## src/rtl/scl_gen_pkg.sv

```systemverilog
package scl_gen_pkg;
  typedef enum logic [1:0] {
    PH_IDLE = 2'd0,
    PH_HOLD = 2'd1,
    PH_LOW  = 2'd2,
    PH_HIGH = 2'd3
  } phase_e;

  // fixed cycle overheads added to programmed counts
  localparam int HOLD_OVH = 3;
  localparam int LOW_OVH  = 1;
  localparam int HIGH_OVH = 8;
endpackage

```

## src/rtl/scl_cnt_sel.sv

```systemverilog
module scl_cnt_sel #(
  parameter int CNT_W = 16,
  parameter int H_MIN = 6,
  parameter int L_MIN = 8
) (
  input  logic             clk,
  input  logic             rst,
  input  logic             speed_sel,
  input  logic [CNT_W-1:0] std_hcnt,
  input  logic [CNT_W-1:0] std_lcnt,
  input  logic [CNT_W-1:0] fast_hcnt,
  input  logic [CNT_W-1:0] fast_lcnt,
  input  logic             capture,
  output logic [CNT_W-1:0] sel_h,
  output logic [CNT_W-1:0] sel_l,
  output logic [CNT_W-1:0] lat_h,
  output logic [CNT_W-1:0] lat_l
);
  localparam int NPAIR = 2;
  localparam logic [CNT_W-1:0] HMIN_V = CNT_W'(H_MIN);
  localparam logic [CNT_W-1:0] LMIN_V = CNT_W'(L_MIN);

  logic [CNT_W-1:0] raw_h [NPAIR];
  logic [CNT_W-1:0] raw_l [NPAIR];
  logic [CNT_W-1:0] clp_h [NPAIR];
  logic [CNT_W-1:0] clp_l [NPAIR];

  assign raw_h[0] = std_hcnt;
  assign raw_l[0] = std_lcnt;
  assign raw_h[1] = fast_hcnt;
  assign raw_l[1] = fast_lcnt;

  // clamp every pair to its minimum
  for (genvar g = 0; g < NPAIR; g++) begin : g_clamp
    assign clp_h[g] = (raw_h[g] < HMIN_V) ? HMIN_V : raw_h[g];
    assign clp_l[g] = (raw_l[g] < LMIN_V) ? LMIN_V : raw_l[g];
  end

  assign sel_h = clp_h[speed_sel];
  assign sel_l = clp_l[speed_sel];

  always_ff @(posedge clk) begin
    if (rst) begin
      lat_h <= HMIN_V;
      lat_l <= LMIN_V;
    end else if (capture) begin
      lat_h <= sel_h;
      lat_l <= sel_l;
    end
  end
endmodule

```

## src/rtl/scl_phase_cnt.sv

```systemverilog
module scl_phase_cnt #(
  parameter int PH_W = 17
) (
  input  logic            clk,
  input  logic            rst,
  input  logic            ld,
  input  logic [PH_W-1:0] ld_val,
  input  logic            dec,
  output logic            zero
);
  logic [PH_W-1:0] cnt_q;

  always_ff @(posedge clk) begin
    if (rst)           cnt_q <= '0;
    else if (ld)       cnt_q <= ld_val;
    else if (dec)      cnt_q <= cnt_q - 1'b1;
  end

  assign zero = (cnt_q == '0);
endmodule

```

## src/rtl/scl_phase_fsm.sv

```systemverilog
module scl_phase_fsm
  import scl_gen_pkg::*;
#(
  parameter int CNT_W = 16,
  parameter int PH_W  = CNT_W + 1
) (
  input  logic             clk,
  input  logic             rst,
  input  logic             en,
  input  logic             start_req,
  input  logic             scl_in,
  input  logic [CNT_W-1:0] sel_h,
  input  logic [CNT_W-1:0] lat_h,
  input  logic [CNT_W-1:0] lat_l,
  input  logic             zero,
  output logic             capture,
  output logic             ld,
  output logic [PH_W-1:0]  ld_val,
  output logic             dec,
  output logic             scl_pull_low,
  output logic             phase_hold,
  output logic             phase_low,
  output logic             phase_high,
  output logic             mst_active,
  output logic             bus_active
);
  localparam logic [PH_W-1:0] HOLD_ADD = PH_W'(HOLD_OVH - 1);
  localparam logic [PH_W-1:0] LOW_ADD  = PH_W'(LOW_OVH - 1);
  localparam logic [PH_W-1:0] HIGH_ADD = PH_W'(HIGH_OVH - 1);

  phase_e st_q, st_nxt;

  always_comb begin
    st_nxt  = st_q;
    capture = 1'b0;
    ld      = 1'b0;
    ld_val  = '0;
    dec     = 1'b0;
    unique case (st_q)
      PH_IDLE: begin
        if (en && start_req) begin
          st_nxt  = PH_HOLD;
          capture = 1'b1;
          ld      = 1'b1;
          ld_val  = {1'b0, sel_h} + HOLD_ADD;
        end
      end
      PH_HOLD: begin
        if (zero) begin
          st_nxt = PH_LOW;
          ld     = 1'b1;
          ld_val = {1'b0, lat_l} + LOW_ADD;
        end else begin
          dec = 1'b1;
        end
      end
      PH_LOW: begin
        if (zero) begin
          if (en) begin
            st_nxt = PH_HIGH;
            ld     = 1'b1;
            ld_val = {1'b0, lat_h} + HIGH_ADD;
          end else begin
            st_nxt = PH_IDLE;
          end
        end else begin
          dec = 1'b1;
        end
      end
      PH_HIGH: begin
        // counting pauses while a target holds the line low
        if (scl_in) begin
          if (zero) begin
            st_nxt = PH_LOW;
            ld     = 1'b1;
            ld_val = {1'b0, lat_l} + LOW_ADD;
          end else begin
            dec = 1'b1;
          end
        end
      end
      default: st_nxt = PH_IDLE;
    endcase
  end

  always_ff @(posedge clk) begin
    if (rst) begin
      st_q         <= PH_IDLE;
      scl_pull_low <= 1'b0;
      phase_hold   <= 1'b0;
      phase_low    <= 1'b0;
      phase_high   <= 1'b0;
      mst_active   <= 1'b0;
      bus_active   <= 1'b0;
    end else begin
      st_q         <= st_nxt;
      scl_pull_low <= (st_nxt == PH_LOW);
      phase_hold   <= (st_nxt == PH_HOLD);
      phase_low    <= (st_nxt == PH_LOW);
      phase_high   <= (st_nxt == PH_HIGH);
      mst_active   <= (st_nxt != PH_IDLE);
      bus_active   <= (st_nxt != PH_IDLE) || !scl_in;
    end
  end
endmodule

```

## src/rtl/scl_period_gen.sv

```systemverilog
module scl_period_gen #(
  parameter int CNT_W = 16,
  parameter int H_MIN = 6,
  parameter int L_MIN = 8
) (
  input  logic             clk,
  input  logic             rst,
  input  logic             en,
  input  logic             speed_sel,
  input  logic [CNT_W-1:0] std_hcnt,
  input  logic [CNT_W-1:0] std_lcnt,
  input  logic [CNT_W-1:0] fast_hcnt,
  input  logic [CNT_W-1:0] fast_lcnt,
  input  logic             start_req,
  input  logic             scl_in,
  output logic             scl_pull_low,
  output logic             phase_hold,
  output logic             phase_low,
  output logic             phase_high,
  output logic             mst_active,
  output logic             bus_active
);
  localparam int PH_W = CNT_W + 1;

  logic [CNT_W-1:0] sel_h, sel_l, lat_h, lat_l;
  logic             capture, ld, dec, zero;
  logic [PH_W-1:0]  ld_val;
  logic             sel_l_unused;

  assign sel_l_unused = ^sel_l;

  scl_cnt_sel #(.CNT_W(CNT_W), .H_MIN(H_MIN), .L_MIN(L_MIN)) u_sel (
    .clk(clk), .rst(rst), .speed_sel(speed_sel),
    .std_hcnt(std_hcnt), .std_lcnt(std_lcnt),
    .fast_hcnt(fast_hcnt), .fast_lcnt(fast_lcnt),
    .capture(capture),
    .sel_h(sel_h), .sel_l(sel_l), .lat_h(lat_h), .lat_l(lat_l)
  );

  scl_phase_cnt #(.PH_W(PH_W)) u_cnt (
    .clk(clk), .rst(rst), .ld(ld), .ld_val(ld_val), .dec(dec), .zero(zero)
  );

  scl_phase_fsm #(.CNT_W(CNT_W), .PH_W(PH_W)) u_fsm (
    .clk(clk), .rst(rst), .en(en), .start_req(start_req), .scl_in(scl_in),
    .sel_h(sel_h), .lat_h(lat_h), .lat_l(lat_l), .zero(zero),
    .capture(capture), .ld(ld), .ld_val(ld_val), .dec(dec),
    .scl_pull_low(scl_pull_low), .phase_hold(phase_hold),
    .phase_low(phase_low), .phase_high(phase_high),
    .mst_active(mst_active), .bus_active(bus_active)
  );
endmodule

```

## config.mk

```make
export PLATFORM = sky130hd
export DESIGN_NAME = scl_period_gen
export DESIGN_NICKNAME = d
export VERILOG_FILES = /design/src/rtl/scl_gen_pkg.sv /design/src/rtl/scl_cnt_sel.sv /design/src/rtl/scl_phase_cnt.sv /design/src/rtl/scl_phase_fsm.sv /design/src/rtl/scl_period_gen.sv
export SDC_FILE = /design/constraint.sdc
export NUM_CORES = 1
export LEC_CHECK = 0
export ABC_AREA = 1
export BUFFER_PORTS_ARGS = -buffer_cell sky130_fd_sc_hd__buf_2
export CAP_MARGIN = 30
export CORE_MARGIN = 2
export CORE_UTILIZATION = 60
export CTS_CLUSTER_DIAMETER = 80
export DETAILED_ROUTE_END_ITERATION = 12
export PLACE_DENSITY = 0.94
export SYNTH_ARGS = -nofsm -noshare
export SYNTH_HDL_FRONTEND = slang
export SYNTH_SLANG_ARGS = --single-unit
```

## constraint.sdc

```tcl
create_clock -name clk -period 3.2 [get_ports clk]
set_input_delay 0.48 -clock clk [delete_from_list [all_inputs] [get_ports clk]]
set_output_delay 0.48 -clock clk [all_outputs]
set_load 0.005 [all_outputs]
```

## Word level (Yosys, flattened, before mapping)

Cells that the tools add are included.

| storage, ports and cells | value |
|---|---|
| memory bits (read-only) | 0 |
| bits in writable memories | 0 |
| memories kept | 0 |
| bits in latches | 0 |
| bits in registers | 56 |
| output and inout port bits | 6 |
| logic and storage cells | 66 |
| input port bits | 70 |

| cells by class | value |
|---|---|
| eq/ne operators | 6 |
| bitwise gates (word level) | 1 |
| $add $sub $neg | 3 |
| reduce and logical (&&, ||, !) cells | 8 |
| shift-type cells | 0 |
| divide/modulo/power cells | 0 |
| multiply operators | 0 |
| muxes and demuxes | 34 |
| order comparisons | 5 |

Operators by type and width:

| cell | count |
|---|---|
| $mux W16 | 12 |
| $mux W17 | 5 |
| $pmux W17 S4 | 1 |
| $lt A16 B3 Y1 const B | 2 |
| $lt A16 B4 Y1 const B | 2 |
| $add A16 B2 Y17 const B | 1 |
| $add A16 B3 Y17 const B | 1 |
| $logic_not A17 Y1 | 1 |
| $sub A17 B1 Y17 const B | 1 |
| $mux W2 | 5 |
| $eq A2 B2 Y1 const B | 4 |
| $mux W1 | 8 |
| $pmux W2 S4 | 1 |
| $eq A2 B1 Y1 const B | 2 |
| $pmux W1 S4 | 1 |
| $reduce_bool A2 Y1 | 2 |
| $ge A2 B2 Y1 const B | 1 |
| $logic_not A2 Y1 | 1 |
| $not A1 Y2 | 1 |
| $pmux W1 S2 | 1 |
| $reduce_or A2 Y1 | 1 |
| $logic_and A1 B1 Y1 | 1 |
| $logic_not A1 Y1 | 1 |
| $logic_or A1 B1 Y1 | 1 |

## Logic depth before layout (Yosys ltp)

Gate-level depths: netlist of run 1.

| logic depth | value |
|---|---|
| depth after elaboration | 9 |
| depth in mapped cells | 20 |
| depth with buffers taken out | 20 |

## Modules after synthesis

From an unflattened synthesis of run 1, not the netlist that was laid out.

| unflattened totals | value |
|---|---|
| cell total of the unflattened synthesis | 806 |
| area, all modules | 4,685.7 µm² |

Modules (own cells, without submodules):

| module | area each (µm²) | times used | cells each | seq. area each (µm²) |
|---|---|---|---|---|
| scl_cnt_sel | 2,010.7 | 1 | 349 | 640.6 |
| scl_phase_fsm | 1,529.0 | 1 | 290 | 140.1 |
| scl_phase_cnt | 1,146.1 | 1 | 167 | 340.3 |

## Worst setup path before layout of run 1

No wires, ideal clock.

| timing path | value |
|---|---|
| path kind | input to register |
| from | input port std_hcnt[5] |
| to | register u_cnt.cnt_q[13] |
| setup slack | 1.108 ns |
| stages on the path | 17 |
| setup time | 0.117 ns |
| arrival | 1.975 ns |
| data required time | 3.083 ns |
| path through | nor2_1 > nand2_1 > nor2_1 > nand2_1 > nand3_1 > nand2_1 > inv_1 > ha_1 > inv_1 > nor2_2 > nand3_1 > inv_2 > nand4_1 > o21ai_0 > a21oi_1 > nor3_1 > nor2_1 |

| between the ends | value |
|---|---|
| cells in the longest elaborated chain, start to end | 9 |

RTL lines:

| element | line | RTL |
|---|---|---|
| start: declaration | scl_period_gen.sv:10 | `input logic [CNT_W-1:0] std_hcnt,` |
| $lt A16 B3 Y1 | scl_cnt_sel.sv:35 | `assign clp_h[g] = (raw_h[g] < HMIN_V) ? HMIN_V : raw_h[g];` |
| $mux W16 | scl_cnt_sel.sv:35 |  |
| $mux W16 (not written as such) (3 in a row) | scl_cnt_sel.sv:39 | `assign sel_h = clp_h[speed_sel];` |
| net sel_h[2] | scl_period_gen.sv:25 | `logic [CNT_W-1:0] sel_h, sel_l, lat_h, lat_l;` |
| $add A16 B2 Y17 | scl_phase_fsm.sv:45 | `ld_val = {1'b0, sel_h} + HOLD_ADD;` |
| $mux W17 | scl_phase_fsm.sv:41 | `if (en && start_req) begin` |
| $pmux W17 S4 | scl_phase_fsm.sv:39 | `unique case (st_q)` |
| $mux W17 | scl_phase_cnt.sv:15 | `else if (ld) cnt_q <= ld_val;` |
| end signal: assignment | scl_phase_cnt.sv:15 |  |
| end signal: assignment | scl_phase_cnt.sv:16 | `else if (dec) cnt_q <= cnt_q - 1'b1;` |
| end: declaration | scl_phase_cnt.sv:11 | `logic [PH_W-1:0] cnt_q;` |

The timed path passes the listed nets, and every way through them passes these cells. The select of a mux whose other input is x is not followed.
A chain may end at the register's enable or synchronous reset.

## Final worst setup path of run 1

| timing path | value |
|---|---|
| from | register u_fsm.st_q[1] |
| to | register u_cnt.cnt_q[11] |

| between the ends | value |
|---|---|
| cells in the longest elaborated chain, start to end | 4 |
| elaborated cells between the ends (all ways) | 10 |
| those cells by class | eq/ne (3); mux (4); reduce/logical (3) |

RTL lines:

| element | line | RTL |
|---|---|---|
| start: declaration | scl_phase_fsm.sv:31 | `phase_e st_q, st_nxt;` |
| start signal: assignment | scl_phase_fsm.sv:96 | `st_q <= st_nxt;` |
| $eq A2 B1 Y1 / $eq A2 B2 Y1 (equally long branches) | scl_phase_fsm.sv:39 |  |
| $reduce_or A2 Y1 (no line) | -- |  |
| $pmux W1 S2 | scl_phase_fsm.sv:39 |  |
| $reduce_bool A2 Y1 (no line) | -- |  |

Parallel ways exist; a longest one is shown, timed or not.

==> results.cfg, run 1 <==
[status]
status = finished clean

[global_routing]
grtUsageMet1_pct = 44.76
grt_use_met3_pct = 4.455
antenna_found_initial = 0
grt.busiest_layer = met2
grt_max_degree = 35
use_met2_pct = 58.06
grt.total_usage_pct = 34.21
grt_first_pass_wirelength_mm = 20.73
first_global_vias = 4423
grt_overflow_total = 0

[power_and_ir_drop]
peakVddDrop_mv = 0.2310
p_leak_nw = 2.179
clkPwrFrac_pct = 23.4
switching_power_mw = 0.8221
power.density_nw_per_um2 = 459.3
intPower_mw = 1.337
totalPowerFinal_mw = 2.159
seq_power_share_pct = 40.0
switching_share_pct = 38.07
comb_power_share_pct = 36.5

[logic_synthesis]
syn_inst = 677
async_flop_share_pct = 0
ys_types = 47
yosysWarnings = 0
synth_enable_flop_cells = 0
seq_area_frac_synth_pct = 26.79
syn_area_um2 = 4185
synthFlopType = dfxtp_1
synthesis.nets = 756
ys_ff_latch = 56
synth.avg_cell_area_um2 = 6.182

[clock_tree]
cts_tree = yes
cts_resized = 0
clock-sinks = 56
cts_made_buffers = 5
cts_root_buffer = clkbuf_8
clk_pin_slew_ns = 0.10
insertion_delay_ns = 0.31
ctsHoldBuffers = 0
postCtsSetupRepairBufs = 0
cts_max_path_buffers = 2
cts_max_level = 2

[routing]
drc = 0
viasPerCell = 5.985
drtAntennaViolNets = 0
firstDrtPassIters = 8
dr.first_iter.drc_count = 504
drt-total-wl_mm = 12.94
wl_per_cell_um = 15.75
vias = 4920

[floorplanning]
start_util_pct = 61.94
coreArea_um2 = 6756
die_w_um = 87.52
pin_count = 76
die_h_um = 87.52
rows = 30
die-area_um2 = 7660

[place]
postPlaceCellArea_um2 = 4574
dp_slack_ns = 0.5852
place_congestion = 1.059
io_buffers = 75
dpl.hpwl_mm = 10.21

[final_layout]
final_cell_mix = 162 x nand2_1, 75 x buf_2, 73 x inv_1, 67 x nor2_1, 60 x a21oi_1
antennaDiodeCount = 0
n_fill_cell = 605
regArea_um2 = 1121
nets = 820
post-route-cell-area_um2 = 4701
multi_input_area_um2 = 2618
drive_above_1_share_pct = 17.12
area.growth.synth_to_final_pct = 12.32
final_common_cell = nand2_1

[critical_path]
crit_arrival_ns = 2.76
worstPathRequired_ns = 3.42
end_kind = flip-flop
worstSetupStartpointType = flip-flop
slowest_stage = nand2_1
worstSetupPathType = flip-flop to flip-flop
cpMostUsedCell = inv_1
cp.buffers_inverters = 5
max_stage_delay_ns = 0.39
critPathMaxFanout = 25
path_cells = inv_1 -> ha_1 -> inv_1 -> nand2_1 -> inv_1 -> o211ai_2 -> nand2_4 -> inv_2 -> nand3_1 -> o21ai_1 -> nand2_1 -> nand2_1 -> inv_1
crit_family = simple AND/OR/NAND/NOR gates

[timing]
max-slew-margin-rel_pct = 45.30
hold_violations = 0
worst_pin_slew_ns = 0.8120
finalClockSkew_ns = 0.007816
setup_viol_count_final = 0
fin_crit_sh_pct = 79.22
period_minus_slack_ns = 2.535
setup_ws_ns = 0.6650
rsz0062_at_grt = no
fmax_ghz = 0.3945
drv_slew = 0
setup_tns_ns = 0

[worst_hold_path]
hold_class = input pin to flip-flop

[job]
maxCapViolCount = 0
## per-layer routing
| metal | routed length [um] | vias to the layer above |
|---|---|---|
| met5 | 0 | - |
| met4 | 411 | 0 |
| met3 | 1013 | 34 |
| met2 | 6156 | 282 |
| met1 | 5363 | 2230 |
| li1 | - | 2374 |
## Yosys cell counts (2+ instances only)
cell type,count,area share [%]
a211oi_2,2,0.60
a21boi_2,2,0.54
a21oi_1,60,7.2
a221oi_1,2,0.42
a31oi_1,6,0.90
buf_1,2,0.18
buf_4,3,0.54
buf_6,4,1.1
clkbuf_1,15,1.3
dfxtp_1,56,27
ha_1,9,2.7
inv_1,73,6.5
inv_2,7,0.63
nand2_1,162,15
nand2_2,3,0.45
nand2_4,2,0.54
nand3_1,45,5.4
nand3b_1,2,0.36
nand4_1,11,1.6
nor2_1,67,6.0
nor2_2,10,1.5
nor2_4,2,0.54
nor3_1,14,1.7
nor4_1,5,0.75
o211ai_1,7,1.3
o21ai_0,54,6.5
o21ai_1,13,1.6
o21ai_2,3,0.63
o21bai_1,2,0.36
o32ai_1,3,0.63
or2_2,4,0.60
xnor2_1,9,1.9
xor2_1,4,0.84
## logic make-up after synthesis
group                    synth area share, %
AND/OR/NAND/NOR                        34.50
AO/OA/AOI/OAI                          22.39
buffers and inverters                  10.67
flip-flops                             26.79
XOR/XNOR                               2.720
adder cells (fa/ha/maj)                2.691
multiplexers                          0.2392
## metrics by stage
step | std cells | hold slack (ns) | utilization, %
after floorplan | 677 | 0.4425 | -
after global placement | 813 | 0.4634 | 67.48
after detailed placement | 814 | 0.4692 | 67.70
after CTS | 822 | 0.4210 | 69.57
after global routing | 822 | 0.4188 | 69.57
final | 822 | 0.4286 | 69.57
## power groups by stage
stage	Clock (mW)	Combinational (mW)	Sequential [mW]
4_1_cts	0.514	0.773	0.861
2_1_floorplan	0	0.588	0.852
5_1_grt	0.539	0.878	0.873
6_report	0.506	0.789	0.864
3_3_place_gp	0	0.749	0.871
3_5_place_dp	0	0.768	0.877
## area by class of cell
cell class | instances | share of cell area (%)
multi-input cells | 516 | 55.68
flip-flops and latches | 56 | 23.85
repair buffers | 82 | 9.263
inverters | 80 | 6.388
well taps | 80 | 2.129
clock buffers | 7 | 2.050
clock inverters | 1 | 0.6388
## final timing paths
kind / startpoint / to / slack (ns) / cells after the start
max: u_fsm.st_q[1] / u_cnt.cnt_q[11] / 0.66 / 13
min: fast_lcnt[15] / u_sel.lat_l[15] / 0.43 / 3
max reg2reg: u_fsm.st_q[1] / u_cnt.cnt_q[11] / 0.66 / 13
min reg2reg: u_sel.lat_l[3] / u_sel.lat_l[3] / 0.49 / 2
## worst register-to-register path, cell delays in order (launching register included)
cell      delay [ns]
dfxtp_1         0.35
inv_1           0.15
ha_1            0.18
inv_1           0.05
nand2_1         0.39
inv_1           0.26
o211ai_2        0.25
nand2_4         0.23
inv_2           0.24
nand3_1         0.10
o21ai_1         0.09
nand2_1         0.06
nand2_1         0.06
inv_1           0.03
## sequential cells by signal (all words and copies together) (netlist names)
register	flops
u_fsm.bus_active	1
u_fsm.mst_active	1
u_cnt.cnt_q	17
u_fsm.phase_high	1
u_fsm.st_q	2
u_fsm.phase_low	1
u_sel.lat_l	16
u_fsm.phase_hold	1
u_sel.lat_h	16
Note: power is estimated with default switching activity, not from simulation.
==> run 2, diff against run 1 <==
--- a/config.mk
+++ b/config.mk
@@ -9,10 +9,10 @@
 export BUFFER_PORTS_ARGS = -buffer_cell sky130_fd_sc_hd__buf_2
 export CAP_MARGIN = 30
 export CORE_MARGIN = 2
-export CORE_UTILIZATION = 60
+export CORE_UTILIZATION = 51
 export CTS_CLUSTER_DIAMETER = 80
 export DETAILED_ROUTE_END_ITERATION = 12
-export PLACE_DENSITY = 0.94
+export PLACE_DENSITY = 0.86
 export SYNTH_ARGS = -nofsm -noshare
 export SYNTH_HDL_FRONTEND = slang
 export SYNTH_SLANG_ARGS = --single-unit
==> constraint.sdc (replaced) <==
create_clock -name clk -period 2.3 [get_ports clk]
set_input_delay 0.345 -clock clk [delete_from_list [all_inputs] [get_ports clk]]
set_output_delay 0.345 -clock clk [all_outputs]
set_load 0.005 [all_outputs]
==> results.cfg, run 2 (synthesized netlist as in run 1, its figures left out) <==
[critical_path]
crit_arrival_ns = 2.43
r2r_cells = 12
regToRegSetupSlack_ns = 0.08
worstSetupStartpointType = flip-flop
r2r-start = u_cnt.cnt_q[0]
critPathMaxFanout = 10
crit_end = u_cnt.cnt_q[15]
end_kind = flip-flop
reg2reg_to = u_cnt.cnt_q[15]
crit_start = u_cnt.cnt_q[0]
worstPathRequired_ns = 2.51
worstSetupPathType = flip-flop to flip-flop

[power_and_ir_drop]
power.density_nw_per_um2 = 598.4
clkPwrFrac_pct = 18.1
intPower_mw = 1.755
p_leak_nw = 2.301
seq_power_share_pct = 40.7
switching_share_pct = 40.17
totalPowerFinal_mw = 2.933
peakVddDrop_mv = 0.3190
switching_power_mw = 1.178
comb_power_share_pct = 41.2

[worst_hold_path]
hold_class = input pin to flip-flop

[routing]
routed-wl-met2_mm = 6.038
wl_met1_mm = 5.404
viasPerCell = 5.745
drc = 0
routed-wl-met3_mm = 1.166
wl_per_cell_um = 15.09
vias = 5004
drt-total-wl_mm = 13.15
top_layer = met4
drtAntennaViolNets = 0
firstDrtPassIters = 6
dr.first_iter.drc_count = 352

[floorplanning]
start_util_pct = 51.72
pin_count = 76
coreArea_um2 = 8093
die_h_um = 94.59
rows = 33
die-area_um2 = 8947
die_w_um = 94.59

[place]
io_buffers = 75
dpl.hpwl_mm = 10.45
placedCellCount = 860
dp_slack_ns = -0.04573
place_congestion = 0.9746

[clock_tree]
cts_max_path_buffers = 2
cts_max_level = 2
cts_made_buffers = 5
clk_pin_slew_ns = 0.10
insertion_delay_ns = 0.32
clock-sinks = 56
cts_tree = yes
cts_root_buffer = clkbuf_8

[timing]
setup_tns_ns = 0
period_minus_slack_ns = 2.220
drv_slew = 0
worst_pin_slew_ns = 0.6328
hold_violations = 0
setup_viol_count_final = 0
max-slew-margin-rel_pct = 57.77
fmax_ghz = 0.4504
fin_crit_sh_pct = 96.54
finalClockSkew_ns = 0.01240
setup_ws_ns = 0.07969

[final_layout]
area.growth.synth_to_final_pct = 17.10
final_cell_mix = 161 x nand2_1, 75 x buf_2, 72 x inv_1, 66 x nor2_1, 60 x a21oi_1
reg_top3 = u_cnt.cnt_q: 17 flops, u_sel.lat_h: 16 flops, u_sel.lat_l: 16 flops
largest_reg_flops = 17
final_util_pct = 60.56
n_fill_cell = 783
drive_above_1_share_pct = 19.97
top_register = u_cnt.cnt_q
fin_cells = 871
final_common_cell = nand2_1
nets = 845
antennaDiodeCount = 0

[global_routing]
grt.total_usage_pct = 29.54
grt_overflow_total = 0
first_global_vias = 4685
grt_max_degree = 24
grt_first_pass_wirelength_mm = 21.07
antenna_found_initial = 0

[status]
status = finished clean

[job]
maxCapViolCount = 0
run 2: power groups by stage:
| stage | Sequential (mW) | Combinational, mW | Clock (mW) |
|---|---|---|---|
| 5_1_grt | 1.21 | 1.33 | 0.572 |
| 3_5_place_dp | 1.21 | 1.13 | 0 |
| 4_1_cts | 1.19 | 1.14 | 0.538 |
| 3_3_place_gp | 1.21 | 1.10 | 0 |
| 2_1_floorplan | 1.19 | 0.818 | 0 |
| 6_report | 1.19 | 1.21 | 0.530 |
run 2: per-stage QoR:
stage	hold slack, ns	instance area (um2)
floorplan	0.4425	4185
global placement	0.4627	4756
detailed placement	0.4690	4756
CTS	0.2872	4833
global route	0.2904	4901
finish	0.2904	4901
run 2: area by class of cell:
cell class              count  area, um2  share of cell area, %
multi-input cells         518       2658                  54.23
inverters                  80      300.3                  6.127
repair buffers            105      613.1                  12.51
clock inverters             1      5.005                 0.1021
clock buffers               6      72.57                  1.481
well taps                 105      131.4                  2.681
flip-flops and latches     56       1121                  22.87
run 2: what timing repair did:
item | CTS | global route
hold buffers | 0 | 0
buffers inserted | 0 | 2
gates resized for setup | 0 | 6
endpoints found under the setup margin | 0 | 6
run 2: worst max-delay path, cell delays in order (launching register included):
cell      delay (ns)
dfxtp_1         0.36
inv_2           0.10
ha_1            0.19
nand2_1         0.07
nor2_1          0.14
nand2_2         0.08
nor2_4          0.14
inv_2           0.08
o211ai_4        0.25
buf_12          0.14
nand2_2         0.15
nor3_1          0.31
nor2_1          0.09
run 2: metal layers:
metal | GRT usage [%] | vias to the layer above
met3 | 4.549 | 51
met1 | 35.75 | 2231
met4 | 13.65 | 0
met5 | 0 | -
met2 | 51.37 | 295
li1 | - | 2427
run 2: worst min-delay path by stage:
stage | cells after the start | start | slack [ns] | endpoint
final | 3 | std_lcnt[13] | 0.29 | u_sel.lat_l[13]
after global routing | 3 | std_lcnt[13] | 0.29 | u_sel.lat_l[13]
after CTS | 3 | fast_lcnt[15] | 0.29 | u_sel.lat_l[15]
after detailed placement | 2 | u_sel.lat_l[3] | 0.47 | u_sel.lat_l[3]
after global placement | 2 | u_sel.lat_l[3] | 0.46 | u_sel.lat_l[3]
after floorplan | 2 | u_sel.lat_l[3] | 0.44 | u_sel.lat_l[3]
==> run 3, diff against run 2 <==
--- a/config.mk
+++ b/config.mk
@@ -9,10 +9,11 @@
 export BUFFER_PORTS_ARGS = -buffer_cell sky130_fd_sc_hd__buf_2
 export CAP_MARGIN = 30
 export CORE_MARGIN = 2
-export CORE_UTILIZATION = 51
+export CORE_UTILIZATION = 57
+export CTS_BUF_LIST = sky130_fd_sc_hd__clkbuf_4 sky130_fd_sc_hd__clkbuf_8 sky130_fd_sc_hd__clkbuf_16
 export CTS_CLUSTER_DIAMETER = 80
 export DETAILED_ROUTE_END_ITERATION = 12
-export PLACE_DENSITY = 0.86
+export PLACE_DENSITY = 0.9
 export SYNTH_ARGS = -nofsm -noshare
 export SYNTH_HDL_FRONTEND = slang
 export SYNTH_SLANG_ARGS = --single-unit
==> constraint.sdc (replaced) <==
create_clock -name clk -period 2.1 [get_ports clk]
set_input_delay 0.315 -clock clk [delete_from_list [all_inputs] [get_ports clk]]
set_output_delay 0.315 -clock clk [all_outputs]
set_load 0.005 [all_outputs]
==> results.cfg, run 3 (synthesized netlist as in run 1, its figures left out) <==
[critical_path]
reg2reg_to = u_cnt.cnt_q[14]
regToRegSetupSlack_ns = 0.04
crit_start = u_cnt.cnt_q[1]
end_kind = flip-flop
crit_arrival_ns = 2.27
r2r-start = u_cnt.cnt_q[1]
r2r_cells = 13
crit_end = u_cnt.cnt_q[14]
worstSetupStartpointType = flip-flop
critPathMaxFanout = 7
worstSetupPathType = flip-flop to flip-flop
worstPathRequired_ns = 2.31

[timing]
worst_pin_slew_ns = 0.4386
fin_crit_sh_pct = 98.01
hold_violations = 0
finalClockSkew_ns = 0.01462
period_minus_slack_ns = 2.058
setup_viol_count_final = 0
whs_ns = 0.2684
fmax_ghz = 0.4858
rsz0062_at_grt = yes
drv_slew = 0
max-slew-margin-rel_pct = 70.67

[clock_tree]
cts_root_buffer = clkbuf_8
ctsHoldBuffers = 0
insertion_delay_ns = 0.31
clk_pin_slew_ns = 0.11
clock-sinks = 56
cts_tree = yes
cts_max_level = 2
cts_made_buffers = 5
cts_max_path_buffers = 2

[floorplanning]
start_util_pct = 58.33
pin_count = 76
coreArea_um2 = 7176
rows = 31
die-area_um2 = 8044
die_h_um = 89.69
die_w_um = 89.69

[routing]
viasPerCell = 5.750
routed-wl-met2_mm = 6.926
drc = 0
drt-total-wl_mm = 14.59
drtAntennaViolNets = 0
firstDrtPassIters = 6
dr.first_iter.drc_count = 468
wl_met1_mm = 5.741
top_layer = met4
vias = 5290
routed-wl-met3_mm = 1.270
wl_per_cell_um = 15.86

[place]
place_congestion = 0.9697
dpl.hpwl_mm = 10.94
io_buffers = 75

[power_and_ir_drop]
switching_power_mw = 1.398
power.density_nw_per_um2 = 639.3
p_leak_nw = 2.601
totalPowerFinal_mw = 3.528
peakVddDrop_mv = 0.3868
switching_share_pct = 39.62
intPower_mw = 2.130
comb_power_share_pct = 44.2
clkPwrFrac_pct = 18.6
seq_power_share_pct = 37.2

[final_layout]
final_util_pct = 76.91
nets = 899
n_fill_cell = 555
final_common_cell = nand2_1
area.growth.synth_to_final_pct = 31.87
largest_reg_flops = 17
top_register = u_cnt.cnt_q
final_cell_mix = 151 x nand2_1, 82 x buf_4, 72 x buf_2, 66 x inv_1, 60 x nor2_1
antennaDiodeCount = 0
reg_top3 = u_cnt.cnt_q: 17 flops, u_sel.lat_h: 16 flops, u_sel.lat_l: 16 flops
drive_above_1_share_pct = 30.82

[global_routing]
antenna_found_initial = 0
grt_first_pass_wirelength_mm = 21.64
first_global_vias = 4741
grt_overflow_total = 0
grt_max_degree = 42
grt.total_usage_pct = 34.41

[job]
maxCapViolCount = 0

[status]
status = finished clean

[worst_hold_path]
hold_class = input pin to flip-flop
[run 3: timing repair]
item | in CTS | in global routing
endpoints found under the setup margin | 0 | 16
gates resized for setup | 0 | 64
endpoints found under the hold margin | 0 | 0
buffers inserted | 0 | 10
[run 3: area by class of cell]
cell class	count	area [um2]	area share, %
clock buffer	7	90.09	1.632
clock inverter	1	7.507	0.1360
inverter	80	302.8	5.486
multi-input combinational	517	2815	51.01
sequential	56	1127	20.43
tap	99	123.9	2.244
timing repair buffer	160	1052	19.07
[run 3: layer usage]
metal	vias to the layer above	track usage, %
li1	2537	-
met1	2370	43.44
met2	324	59.96
met3	59	3.931
met4	0	13.03
met5	-	0
[run 3: worst min path at each step]
stage / startpoint / endpoint / depth (start not counted)
detailed placement: u_sel.lat_h[1] / u_sel.lat_h[1] / 2
finish: std_lcnt[8] / u_sel.lat_l[8] / 3
floorplan: u_sel.lat_l[3] / u_sel.lat_l[3] / 2
global route: std_lcnt[12] / u_sel.lat_l[12] / 3
global placement: u_sel.lat_l[3] / u_sel.lat_l[3] / 2
CTS: std_lcnt[8] / u_sel.lat_l[8] / 3
[run 3: power groups by stage]
stage	sequential [mW]	combinational, mW	clock [mW]
floorplan	1.30	0.896	0
global placement	1.31	1.32	0
detailed placement	1.31	1.36	0
CTS	1.29	1.37	0.644
global route	1.32	1.71	0.690
finish	1.31	1.56	0.655
[run 3: worst max-delay path, stage by stage, from the launching register on]
cell and delay [ns]:
dfxtp_2 0.36, inv_2 0.08, ha_4 0.13, nand2_1 0.04, nor2_1 0.11, nand2_2 0.08
nor2_4 0.15, inv_2 0.07, o211ai_4 0.27, nand2_4 0.18, a21oi_1 0.25, nand2_1 0.11
nand2_1 0.08, a21oi_1 0.06
[run 3: metrics by stage]
stage          TNS [ns]  instances  instance area (um2)  setup slack (ns)
2_1_floorplan         0        677                 4185            0.1731
3_3_place_gp    -0.3986        901                 5114           -0.1523
3_5_place_dp     -1.274        901                 5114           -0.3125
4_1_cts               0        909                 5211           0.01461
5_1_grt         -0.1442        920                 5519          -0.06270
6_report              0        920                 5519           0.04174
